File: config.mk
export PLATFORM = sky130hd
export DESIGN_NAME = sermem_i2c_slave
export DESIGN_NICKNAME = d
export VERILOG_FILES = /design/src/rtl/sermem_pkg.sv /design/src/rtl/sermem_bus_sync.sv /design/src/rtl/sermem_addr_ctr.sv /design/src/rtl/sermem_i2c_slave.sv
export SDC_FILE = /design/constraint.sdc
export NUM_CORES = 1
export LEC_CHECK = 0
export BUFFER_PORTS_ARGS = -buffer_cell sky130_fd_sc_hd__buf_2
export CORE_MARGIN = 2
export CORE_UTILIZATION = 30
export CTS_BUF_LIST = sky130_fd_sc_hd__clkbuf_8
export DETAILED_ROUTE_END_ITERATION = 10
export PLACE_DENSITY = 0.52
export RECOVER_POWER = 100
export SLEW_MARGIN = 25
export SYNTH_ARGS = -nofsm -noshare
export SYNTH_HDL_FRONTEND = slang
export SYNTH_SLANG_ARGS = --single-unit
File: constraint.sdc
create_clock -name clk -period 2.1 [get_ports clk]
set_input_delay 0 -clock clk [delete_from_list [all_inputs] [get_ports clk]]
set_output_delay 0 -clock clk [all_outputs]
set_load 0.02 [all_outputs]
File: src/rtl/sermem_pkg.sv
package sermem_pkg;
  typedef enum logic [2:0] {
    ST_IDLE,
    ST_DEVSEL,
    ST_ADDR_HI,
    ST_ADDR_LO,
    ST_WDATA,
    ST_RDATA
  } sermem_state_e;

  localparam logic [3:0] DEV_TYPE = 4'b1010;
endpackage

File: src/rtl/sermem_bus_sync.sv
module sermem_bus_sync #(
  parameter int STAGES = 2
) (
  input  logic clk,
  input  logic rst_n,
  input  logic scl_raw,
  input  logic sda_raw,
  output logic sda_lvl,
  output logic scl_rise,
  output logic scl_fall,
  output logic start_det,
  output logic stop_det
);
  // index STAGES-1 is the synchronized level, index STAGES the previous one
  logic [STAGES:0] scl_pipe;
  logic [STAGES:0] sda_pipe;

  always_ff @(posedge clk or negedge rst_n) begin
    if (!rst_n) begin
      scl_pipe <= '1;
      sda_pipe <= '1;
    end else begin
      scl_pipe <= {scl_pipe[STAGES-1:0], scl_raw};
      sda_pipe <= {sda_pipe[STAGES-1:0], sda_raw};
    end
  end

  logic scl_now, scl_old, sda_now, sda_old;
  assign scl_now = scl_pipe[STAGES-1];
  assign scl_old = scl_pipe[STAGES];
  assign sda_now = sda_pipe[STAGES-1];
  assign sda_old = sda_pipe[STAGES];

  assign sda_lvl   = sda_now;
  assign scl_rise  = scl_now & ~scl_old;
  assign scl_fall  = ~scl_now & scl_old;
  assign start_det = scl_now & scl_old & sda_old & ~sda_now;
  assign stop_det  = scl_now & scl_old & ~sda_old & sda_now;
endmodule

File: src/rtl/sermem_addr_ctr.sv
module sermem_addr_ctr #(
  parameter int AW = 13,
  parameter int PW = 5
) (
  input  logic          clk,
  input  logic          rst_n,
  input  logic          load,
  input  logic [AW-1:0] load_val,
  input  logic          inc,
  input  logic          row_wrap,
  output logic [AW-1:0] q
);
  always_ff @(posedge clk or negedge rst_n) begin
    if (!rst_n) begin
      q <= '0;
    end else if (load) begin
      q <= load_val;
    end else if (inc) begin
      if (row_wrap) q <= {q[AW-1:PW], PW'(q[PW-1:0] + 1'b1)};
      else          q <= AW'(q + 1'b1);
    end
  end
endmodule

File: src/rtl/sermem_i2c_slave.sv
module sermem_i2c_slave
  import sermem_pkg::*;
#(
  parameter int AW     = 13,
  parameter int PW     = 5,
  parameter int STAGES = 2
) (
  input  logic          clk,
  input  logic          rst_n,
  input  logic          scl_i,
  input  logic          sda_i,
  output logic          sda_oe,
  input  logic [2:0]    chip_sel,
  input  logic          wr_lock,
  input  logic          busy_i,
  output logic          load_valid,
  output logic [AW-1:0] load_addr,
  output logic [7:0]    load_data,
  output logic          commit,
  output logic          mem_rd_en,
  output logic [AW-1:0] mem_rd_addr,
  input  logic [7:0]    mem_rd_data
);
  localparam int HI_W = AW - 8;

  logic sda_s, scl_rise, scl_fall, start_det, stop_det;

  sermem_bus_sync #(.STAGES(STAGES)) u_sync (
    .clk      (clk),
    .rst_n    (rst_n),
    .scl_raw  (scl_i),
    .sda_raw  (sda_i),
    .sda_lvl  (sda_s),
    .scl_rise (scl_rise),
    .scl_fall (scl_fall),
    .start_det(start_det),
    .stop_det (stop_det)
  );

  sermem_state_e   state;
  logic [3:0]      bitcnt;     // 0..7 data bits, 8 = byte in, 9 = ack slot clocked
  logic [7:0]      shreg;
  logic [7:0]      txreg;
  logic [HI_W-1:0] addr_hi;
  logic            data_acked;
  logic            rd_req, rd_cap;

  logic          byte_done, dev_match;
  logic          ctr_load, ctr_inc;
  logic [AW-1:0] ctr_q;

  assign byte_done = scl_fall && (bitcnt == 4'd8) && (state != ST_IDLE)
                     && !start_det && !stop_det;
  assign dev_match = (shreg[7:4] == DEV_TYPE) && (shreg[3:1] == chip_sel);
  assign ctr_load  = byte_done && (state == ST_ADDR_LO);
  assign ctr_inc   = byte_done && ((state == ST_RDATA) ||
                                   (state == ST_WDATA && !wr_lock));

  sermem_addr_ctr #(.AW(AW), .PW(PW)) u_ctr (
    .clk     (clk),
    .rst_n   (rst_n),
    .load    (ctr_load),
    .load_val({addr_hi, shreg}),
    .inc     (ctr_inc),
    .row_wrap(state == ST_WDATA),
    .q       (ctr_q)
  );

  assign mem_rd_en   = rd_req;
  assign mem_rd_addr = ctr_q;

  always_ff @(posedge clk or negedge rst_n) begin
    if (!rst_n) begin
      state      <= ST_IDLE;
      bitcnt     <= '0;
      shreg      <= '0;
      txreg      <= '0;
      addr_hi    <= '0;
      data_acked <= 1'b0;
      rd_req     <= 1'b0;
      rd_cap     <= 1'b0;
      sda_oe     <= 1'b0;
      load_valid <= 1'b0;
      load_addr  <= '0;
      load_data  <= '0;
      commit     <= 1'b0;
    end else begin
      load_valid <= 1'b0;
      commit     <= 1'b0;
      rd_req     <= 1'b0;
      rd_cap     <= rd_req;
      if (rd_cap) txreg <= mem_rd_data;

      if (start_det) begin
        state      <= ST_DEVSEL;
        bitcnt     <= '0;
        sda_oe     <= 1'b0;
        data_acked <= 1'b0;
      end else if (stop_det) begin
        if (state == ST_WDATA && data_acked && bitcnt <= 4'd1) commit <= 1'b1;
        state      <= ST_IDLE;
        bitcnt     <= '0;
        sda_oe     <= 1'b0;
        data_acked <= 1'b0;
      end else if (state != ST_IDLE) begin
        if (scl_rise) begin
          if (bitcnt < 4'd8) begin
            shreg  <= {shreg[6:0], sda_s};
            bitcnt <= bitcnt + 4'd1;
          end else if (bitcnt == 4'd8) begin
            if (state == ST_RDATA && sda_s) begin
              state  <= ST_IDLE;        // master NoAck: standby
              bitcnt <= '0;
            end else begin
              bitcnt <= 4'd9;
            end
          end
        end else if (scl_fall) begin
          if (bitcnt == 4'd8) begin
            unique case (state)
              ST_DEVSEL: begin
                if (dev_match && !busy_i) begin
                  sda_oe <= 1'b1;
                  if (shreg[0]) begin
                    state  <= ST_RDATA;
                    rd_req <= 1'b1;
                  end else begin
                    state  <= ST_ADDR_HI;
                  end
                end else begin
                  state  <= ST_IDLE;
                  bitcnt <= '0;
                end
              end
              ST_ADDR_HI: begin
                sda_oe  <= 1'b1;
                addr_hi <= shreg[HI_W-1:0];
                state   <= ST_ADDR_LO;
              end
              ST_ADDR_LO: begin
                sda_oe <= 1'b1;
                state  <= ST_WDATA;
              end
              ST_WDATA: begin
                sda_oe     <= !wr_lock;
                data_acked <= !wr_lock;
                if (!wr_lock) begin
                  load_valid <= 1'b1;
                  load_addr  <= ctr_q;
                  load_data  <= shreg;
                end
              end
              ST_RDATA: begin
                sda_oe <= 1'b0;             // let the master answer
                rd_req <= 1'b1;             // fetch the next byte
              end
              default: ;
            endcase
          end else if (bitcnt == 4'd9) begin
            bitcnt <= '0;
            sda_oe <= (state == ST_RDATA) ? ~txreg[7] : 1'b0;
          end else if (state == ST_RDATA && bitcnt != 4'd0) begin
            sda_oe <= ~txreg[3'd7 - bitcnt[2:0]];
          end
        end
      end
    end
  end
endmodule

==> flow_summary.yaml, run 1 <==
clocking:
  htree_levels: 3
  numCtsBuffers: 9
  clkTransAtPathRegs_ns: 0.08
  insertion_delay_ns: 0.35
  cts_max_path_buffers: 2
  cts_tree: "done"
  cts.sinks: 74
  cts-root-buf: "clkbuf_8"
floorplanning:
  num_rows: 40
  initial_utilization_pct: 30.5
  ioPinCount: 55
  die_h_um: 114
  core_area_um2: 12000
  die_x_um: 114
  dieArea_um2: 13100
grt:
  track_usage_pct: 14.3
  grt_max_degree: 75
  grt-ovfl-total: 0
  grt_pass1_wl_mm: 14.7
  grt_pass1_vias: 2845
  antenna_found_initial: 0
placed_design:
  gp_congestion: 0.818
  dp_cells: 546
  dp_hpwl_mm: 6.28
  port_buffers: 54
yosys:
  syn-instance-count: 316
  synthArstFlopShare_pct: 100
  synth.avg_cell_area_um2: 11.5
  synth_edf_count: 0
  synth_seq_cells: 74
  syn-cell-area_um2: 3650
  synth_ff_type: "dfrtp_1"
  synth_top_cell_by_area: "dfrtp_1"
  synthTopCellsByArea: "dfrtp_1 (47%), mux2_2 (13%), dfstp_2 (4.3%)"
  synth_top_area_share_pct: 46.7
  ys_seq_area_share_pct: 51.0
  synth_cell_types: 57
  synth_fp_nets: 340
  ys_warn_count: 0
run_status:
  status: "finished with violations"
  violations: "capacitance limit, slew limit, setup timing"
sta:
  setup_tns_ns: -0.227
  slew_viol_final: 75
  fmax_mhz: 468
  worstMarginPinSlew_ns: 1.61
  hold_ws_ns: 0.292
  rsz0062_at_grt: "yes"
  setup_viol: 16
  skew_ns: 0.00887
  slew_headroom_pct: -7.52
  min_period_ns: 2.14
  period_share_pct: 102
  fin_ws_ns: -0.0372
  hold_viol_final: 0
routing:
  via_per_inst: 4.97
  drt-initial-drc-count: 170
  antenna_left: 0
  vias: 2864
  drc: 0
  wirelength_mm: 8.91
  drt-pass1-iter-count: 4
  post_drt_wl_per_cell_um: 15.5
worst_hold_path:
  hp-class: "input port to register"
layout:
  nNetsFinal: 448
  n_fill_cell: 1171
  drive_gt1_share_pct: 35.7
  final_common_cell: "dfrtp_1"
  num_antenna_cells: 0
  final_util_pct: 39.9
  layout_common_cells: "dfrtp_1 (67), mux2_2 (41), clkbuf_1 (39)"
  area_delta_synth_final_pct: 30.7
  layout.cells.non_filler: 576
setup_path:
  worst_ep_arrival_time_ns: 2.38
  cpLargestDelayFamily: "simple AND/OR/NAND/NOR gates"
  startpoint_type: "register"
  criticalPathCategory: "register to register"
  critPathRequiredTime_ns: 2.34
  cp_max_fo: 21
  crit_slowest_cell: "dfstp_2"
  crit_chain: "inv_2 -> ha_4 -> or3_4 -> nor4_4 -> nand4b_1 -> buf_12 -> mux2_4"
  cp_slowest_stage_delay_ns: 0.57
  path_buf_inv: 2
  end_kind: "register"
pwr:
  p_leak_nw: 2.11
  worst_ir_drop_vdd_uv: 281
  total_power_mw: 3.47
  cellPowerDensity_nw_per_um2: 728
job:
  maxCapViolCount: 1
[per-layer routing]
metal  vias to the layer above  GRT usage (%)  routed length [um]
met4                         0           5.20                 160
met5                         -              0                   0
met1                      1415           20.8                4480
li1                       1384              -                   -
met2                        53           20.8                3990
met3                        12           2.96                 282
[power by group]
part | switching (mW) | internal (mW) | total [mW] | leakage, nW
clock | 0.558 | 0.583 | 1.14 | 0.100
sequential | 0.0883 | 1.54 | 1.63 | 0.976
combinational | 0.345 | 0.357 | 0.702 | 1.03
total | 0.991 | 2.48 | 3.47 | 2.11
[cell type report]
| cell class | count | area (um^2) | share of cell area [%] |
|---|---|---|---|
| Sequential cell | 74 | 1860 | 39.0 |
| Multi-Input combinational cell | 217 | 1790 | 37.5 |
| Timing Repair Buffer | 110 | 688 | 14.4 |
| Tap cell | 147 | 184 | 3.86 |
| Clock buffer | 10 | 138 | 2.89 |
| Clock inverter | 6 | 66.3 | 1.39 |
| Inverter | 12 | 45.0 | 0.945 |
[cells in the mapped netlist, types with 3 or more instances]
| library cell | instances |
|---|---|
| dfrtp_1 | 68 |
| mux2_2 | 42 |
| a21oi_1 | 27 |
| nand3_1 | 13 |
| inv_1 | 12 |
| nand2_1 | 12 |
| nor2_1 | 12 |
| o21ai_0 | 8 |
| ha_1 | 7 |
| nor3_1 | 7 |
| o21ai_1 | 7 |
| buf_2 | 6 |
| dfstp_2 | 6 |
| nand2b_1 | 6 |
| a2bb2oi_1 | 5 |
| clkbuf_1 | 5 |
| xor2_1 | 5 |
| mux2_1 | 4 |
| nand4_1 | 4 |
| or2_2 | 4 |
| or3_1 | 4 |
| a31oi_1 | 3 |
| nor4_1 | 3 |
[flip-flops by register name (all words and copies together) (netlist names)]
register / flops
load_addr: 13
data_acked: 1
addr_hi: 5
commit: 1
txreg: 8
load_valid: 1
mem_rd_en: 1
sda_oe: 1
state: 3
bitcnt: 4
shreg: 8
u_sync.scl_pipe: 3
u_sync.sda_pipe: 3
rd_cap: 1
u_ctr.q: 13
load_data: 8
[per-stage QoR]
stage | area [um^2] | setup slack, ns
2_1_floorplan | 3680 | 0.0202
3_3_place_gp | 4410 | -0.124
3_5_place_dp | 4410 | -0.164
4_1_cts | 4770 | -0.0579
5_1_grt | 4770 | -0.114
6_report | 4770 | -0.0372
[what timing repair did]
item	4_1_cts	5_1_grt
gates resized for setup	7	16
pin swaps	0	5
hold endpoints to repair	80	0
setup endpoints to repair	30	48
cloned	0	0
hold buffers	12	0
setup buffers	0	2
[path summary, 6_finish.rpt]
kind,start,end,slack [ns],cells past startpoint
max in group asynchronous,rst_n,state[2],0.43,2
min reg2reg,u_sync.scl_pipe[0],u_sync.scl_pipe[1],0.36,0
max,u_sync.scl_pipe[2],load_addr[4],-0.04,7
min in group asynchronous,rst_n,u_ctr.q[8],0.60,2
min,scl_i,u_sync.scl_pipe[0],0.29,2
max reg2reg,u_sync.scl_pipe[2],load_addr[4],-0.04,7
[logic make-up after synthesis]
family                     share of synthesized area (%)
adders and majority gates                           2.40
DFF                                                 51.0
muxes                                               15.7
AOI/OAI and AO/OA                                   13.7
and+or+nand+nor                                     12.8
xor gates and xnor gates                            1.20
buffers and inverters                               3.19
Power figures use the tool's default switching activity.
==> run 2: changes to the inputs <==
==> constraint.sdc (replaced) <==
create_clock -name clk -period 1.96 [get_ports clk]
set_input_delay 0 -clock clk [delete_from_list [all_inputs] [get_ports clk]]
set_output_delay 0 -clock clk [all_outputs]
set_load 0.02 [all_outputs]
==> flow_summary.yaml, run 2 (synthesis gave the netlist of run 1 again) <==
placed_design:
  post-place-ws_ns: -0.188
  dp_hpwl_mm: 6.84
  port_buffers: 54
  gp_congestion: 0.868
layout:
  area_delta_synth_final_pct: 37.8
  final_common_cell: "dfrtp_1"
  layout_common_cells: "dfrtp_1 (68), buf_4 (46), mux2_2 (40)"
  reg_top3: "load_addr: 13 flops, u_ctr.q: 13 flops"
  num_antenna_cells: 0
  nNetsFinal: 465
  drive_gt1_share_pct: 42.3
worst_hold_path:
  min_path_cells: 2
  hp-start: "scl_i"
  hp-class: "input port to register"
  whs_endpoint: "u_sync.scl_pipe[0]"
sta:
  slew_viol_final: 0
  fmax_mhz: 465
  rsz0062_at_grt: "yes"
  hold_ws_ns: 0.289
  worstMarginPinSlew_ns: 1.19
  period_share_pct: 110
  setup_viol: 55
  hold_viol_final: 0
  min_period_ns: 2.15
  slew_headroom_pct: 20.6
  fin_ws_ns: -0.192
  skew_ns: 0.00971
pwr:
  worst_ir_drop_vdd_uv: 262
  total_power_mw: 3.55
  cellPowerDensity_nw_per_um2: 706
  p_leak_nw: 2.22
setup_path:
  end_kind: "register"
  reg2reg_slack_ns: -0.19
  r2r-end: "load_addr[1]"
  cp_slowest_stage_delay_ns: 0.57
  ff2ff_path_depth: 7
  criticalPathCategory: "register to register"
  startpoint_type: "register"
  cp_max_fo: 21
  crit_chain: "inv_2 -> ha_4 -> or3_4 -> nor4_4 -> nand4b_1 -> buf_12 -> mux2_1"
  crit_slowest_cell: "dfstp_2"
  r2r_start: "u_sync.scl_pipe[2]"
  worst_ep_arrival_time_ns: 2.38
  critPathRequiredTime_ns: 2.19
clocking:
  cts-root-buf: "clkbuf_8"
  cts.sinks: 74
  cts_max_path_buffers: 2
  numCtsBuffers: 9
  insertion_delay_ns: 0.35
  cts_tree: "done"
  htree_levels: 3
  clkTransAtPathRegs_ns: 0.08
grt:
  track_usage_pct: 15.0
  grt_pass1_wl_mm: 15.2
  antenna_found_initial: 0
  grt_pass1_vias: 2913
  grt-ovfl-total: 0
  grt_max_degree: 48
routing:
  antenna_left: 0
  vias: 2959
  drt-initial-drc-count: 149
  via_per_inst: 5.01
  wirelength_mm: 9.47
  drt-pass1-iter-count: 4
  post_drt_wl_per_cell_um: 16.0
  drc: 0
run_status:
  violations: "setup timing"
  status: "finished with violations"
floorplanning:
  ioPinCount: 55
  die_h_um: 114
  initial_utilization_pct: 30.5
  num_rows: 40
  core_area_um2: 12000
  die_x_um: 114
  dieArea_um2: 13100
job:
  maxCapViolCount: 0
==> run 2: cell types whose count changed in the layout (fill, tap and decap cells not counted), moves of 3 or more <==
| cell | change |
|---|---|
| o21ai_2 | +5 |
| o21ai_0 | -3 |
| buf_6 | +3 |
| a21oi_1 | -8 |
| buf_4 | +10 |
| a21oi_2 | +6 |
==> run 2: timing repair <==
| item | 4_1_cts | 5_1_grt |
|---|---|---|
| endpoints found under the setup margin | 54 | 57 |
| gates cloned | 2 | 0 |
| setup buffers | 5 | 1 |
| hold buffers | 12 | 0 |
| pin swaps | 14 | 3 |
| gates resized for setup | 30 | 20 |
| endpoints found under the hold margin | 53 | 0 |
==> run 2: how the worst max path moves through the flow <==
stage / start / to / slack (ns) / depth (start not counted)
5_1_grt: u_sync.scl_pipe[2] / load_addr[1] / -0.28 / 7
6_report: u_sync.scl_pipe[2] / load_addr[1] / -0.19 / 7
4_1_cts: u_sync.scl_pipe[2] / load_addr[1] / -0.19 / 7
3_3_place_gp: shreg[1] / bitcnt[0] / -0.21 / 7
2_1_floorplan: u_sync.scl_pipe[2] / sda_oe / -0.12 / 6
3_5_place_dp: u_sync.scl_pipe[2] / load_addr[1] / -0.19 / 7
==> run 2: where the power goes <==
| group | switching, mW | internal [mW] | leakage (nW) |
|---|---|---|---|
| sequential | 0.105 | 1.65 | 0.976 |
| clock | 0.543 | 0.471 | 0.0852 |
| combinational | 0.380 | 0.399 | 1.16 |
| total | 1.03 | 2.52 | 2.22 |
==> run 2: worst max-delay path, delay by kind of cell (launching register included) <==
kind                       cells  cell delay [ns]
and+or+nand+nor                3             0.74
DFF                            1             0.57
muxes                          1             0.31
buffers and inverters          2             0.27
adders and majority gates      1             0.15
==> run 2: area by class of cell <==
cell class                      instances  area (um^2)
Inverter                               12         45.0
Fill cell                            1146         6940
Timing Repair Buffer                  127          865
Clock inverter                          4         21.3
Clock buffer                           10          138
Sequential cell                        74         1860
Multi-Input combinational cell        217         1910
Tap cell                              147          184
==> run 2: through the flow <==
stage | TNS, ns | instances | util [%] | instance area (um^2)
2_1_floorplan | -1.71 | 316 | - | 3740
3_3_place_gp | -4.41 | 558 | 38.1 | 4550
3_5_place_dp | -5.54 | 558 | 38.1 | 4550
4_1_cts | -5.13 | 590 | 42.0 | 5020
5_1_grt | -9.77 | 591 | 42.0 | 5020
6_report | -5.46 | 591 | 42.0 | 5020
==> run 2: routing by layer <==
metal | vias up | track usage [%] | wire length, um
met5 | - | 0 | 0
met4 | 0 | 5.37 | 150
met3 | 8 | 3.28 | 323
met2 | 57 | 22.5 | 4330
met1 | 1479 | 21.4 | 4670
li1 | 1415 | - | -
==> run 3: changes to the inputs <==
--- a/config.mk
+++ b/config.mk
@@ -12,6 +12,7 @@
 export DETAILED_ROUTE_END_ITERATION = 10
 export PLACE_DENSITY = 0.52
 export RECOVER_POWER = 100
+export SETUP_SLACK_MARGIN = 0.3
 export SLEW_MARGIN = 25
 export SYNTH_ARGS = -nofsm -noshare
 export SYNTH_HDL_FRONTEND = slang
==> flow_summary.yaml, run 3 (synthesis gave the netlist of run 1 again) <==
placed_design:
  gp_congestion: 0.898
  dp_hpwl_mm: 6.69
  port_buffers: 54
  dp_cells: 553
  dpl_cell_area_um2: 4550
  post-place-ws_ns: -0.221
sta:
  skew_ns: 0.0138
  setup_viol: 50
  slew_headroom_pct: 34.2
  rsz0062_at_grt: "yes"
  hold_ws_ns: 0.269
  fin_ws_ns: -0.222
  period_share_pct: 111
  min_period_ns: 2.18
  slew_viol_final: 0
  fmax_mhz: 458
  worstMarginPinSlew_ns: 0.987
  hold_viol_final: 0
setup_path:
  cp_max_fo: 21
  startpoint_type: "register"
  crit_slowest_cell: "dfstp_2"
  crit_chain: "inv_2 -> ha_4 -> or3_4 -> nor4_4 -> nand4b_1 -> buf_12 -> mux2_4"
  worst_ep_arrival_time_ns: 2.44
  critPathRequiredTime_ns: 2.21
  end_kind: "register"
  cp_slowest_stage_delay_ns: 0.58
  criticalPathCategory: "register to register"
  ff2ff_path_depth: 7
clocking:
  insertion_delay_ns: 0.36
  cts.sinks: 74
  cts_tree: "done"
  htree_levels: 3
  cts-root-buf: "clkbuf_8"
  clkTransAtPathRegs_ns: 0.08
  numCtsBuffers: 9
  cts_max_path_buffers: 2
pwr:
  internal_power_mw: 2.95
  swShare_pct: 27.8
  combPwrFrac_pct: 22.5
  worst_ir_drop_vdd_uv: 332
  total_power_mw: 4.08
  cellPowerDensity_nw_per_um2: 743
  seqPwrFrac_pct: 42.9
  p_leak_nw: 2.56
  p_clk_share_pct: 34.6
  switchingPower_mw: 1.13
layout:
  area_delta_synth_final_pct: 50.6
  multi_input_area_um2: 2050
  layout_common_cells: "dfrtp_1 (68), buf_2 (54), buf_4 (51)"
  num_antenna_cells: 0
  final_common_cell: "dfrtp_1"
  reg_top3: "load_addr: 13 flops, u_ctr.q: 13 flops"
  seqCellArea_um2: 1860
  layout.cells.non_filler: 606
  drive_gt1_share_pct: 56.9
  n_fill_cell: 1081
  stdcell_area_um2: 5490
  nNetsFinal: 478
routing:
  vias: 3042
  via_per_inst: 5.02
  drt-initial-drc-count: 197
  post_drt_wl_per_cell_um: 16.5
  drc: 0
  antenna_left: 0
  wirelength_mm: 9.99
  drt-pass1-iter-count: 4
run_status:
  violations: "setup timing"
  status: "finished with violations"
floorplanning:
  dieArea_um2: 13100
  die_x_um: 114
  ioPinCount: 55
  core_area_um2: 12000
  num_rows: 40
  die_h_um: 114
  initial_utilization_pct: 30.5
grt:
  grt_pass1_wl_mm: 15.9
  track_usage_pct: 15.7
  antenna_found_initial: 0
  grt-ovfl-total: 0
  grt_max_degree: 39
  grt_pass1_vias: 3022
worst_hold_path:
  hp-class: "input port to register"
  min_path_cells: 2
job:
  maxCapViolCount: 0
-- run 3: cell types whose count changed in the layout (fill, tap and decap cells not counted), moves of 8 or more --
cell and delta:
mux2_4 +9, buf_2 +37, mux2_2 -8, buf_6 +8, clkbuf_1 -39
-- run 3: through the flow --
step | util, % | setup TNS (ns)
after floorplan | - | -1.71
after CTS | 44.6 | -6.07
after global routing | 45.9 | -10.71
after global placement | 38.0 | -4.22
after detailed placement | 38.0 | -5.90
final | 45.9 | -6.76
-- run 3: cell type report --
class | instances | share of cell area [%]
Multi-Input combinational cell | 217 | 37.3
Sequential cell | 74 | 33.8
Timing Repair Buffer | 140 | 20.3
Tap cell | 147 | 3.35
Clock buffer | 12 | 3.01
Clock inverter | 4 | 1.32
Inverter | 12 | 0.820
-- run 3: critical path: cells and delay by family (launching register included) --
| kind | cells | cell delay (ns) |
|---|---|---|
| flip-flops | 1 | 0.58 |
| AND/OR/NAND/NOR | 3 | 0.76 |
| buffers and inverters | 2 | 0.25 |
| multiplexers | 1 | 0.30 |
| adder cells (fa/ha/maj) | 1 | 0.15 |
-- run 3: power groups by stage --
stage	combinational, mW	sequential (mW)	clock (mW)
finish	0.917	1.75	1.41
global placement	0.740	1.78	0
global route	0.994	1.76	1.52
floorplan	0.330	1.80	0
detailed placement	0.746	1.78	0
CTS	0.893	1.75	1.45
-- run 3: what timing repair did --
action / 4_1_cts / 5_1_grt
hold endpoints to repair: 48 / 0
resized for setup: 55 / 24
endpoints found under the setup margin: 58 / 59
hold buffers: 12 / 0
buffers inserted: 17 / 4
gates cloned: 3 / 1
pin swaps: 17 / 12
-- run 3: worst paths after layout --
check	to	slack, ns	from
max	load_addr[4]	-0.22	u_sync.scl_pipe[2]
min	u_sync.sda_pipe[0]	0.27	sda_i
max reg2reg	load_addr[4]	-0.22	u_sync.scl_pipe[2]
min reg2reg	u_sync.sda_pipe[1]	0.36	u_sync.sda_pipe[0]
max in group asynchronous	load_addr[2]	0.88	rst_n
min in group asynchronous	bitcnt[0]	0.34	rst_n
-- run 3: metal layers --
metal / vias up / GRT usage [%] / part of all wire [%]
met2: 82 / 23.7 / 46
li1: 1444 / - / -
met4: 0 / 6.91 / 2.1
met5: - / 0 / 0
met1: 1500 / 21.9 / 48
met3: 16 / 2.91 / 3.8
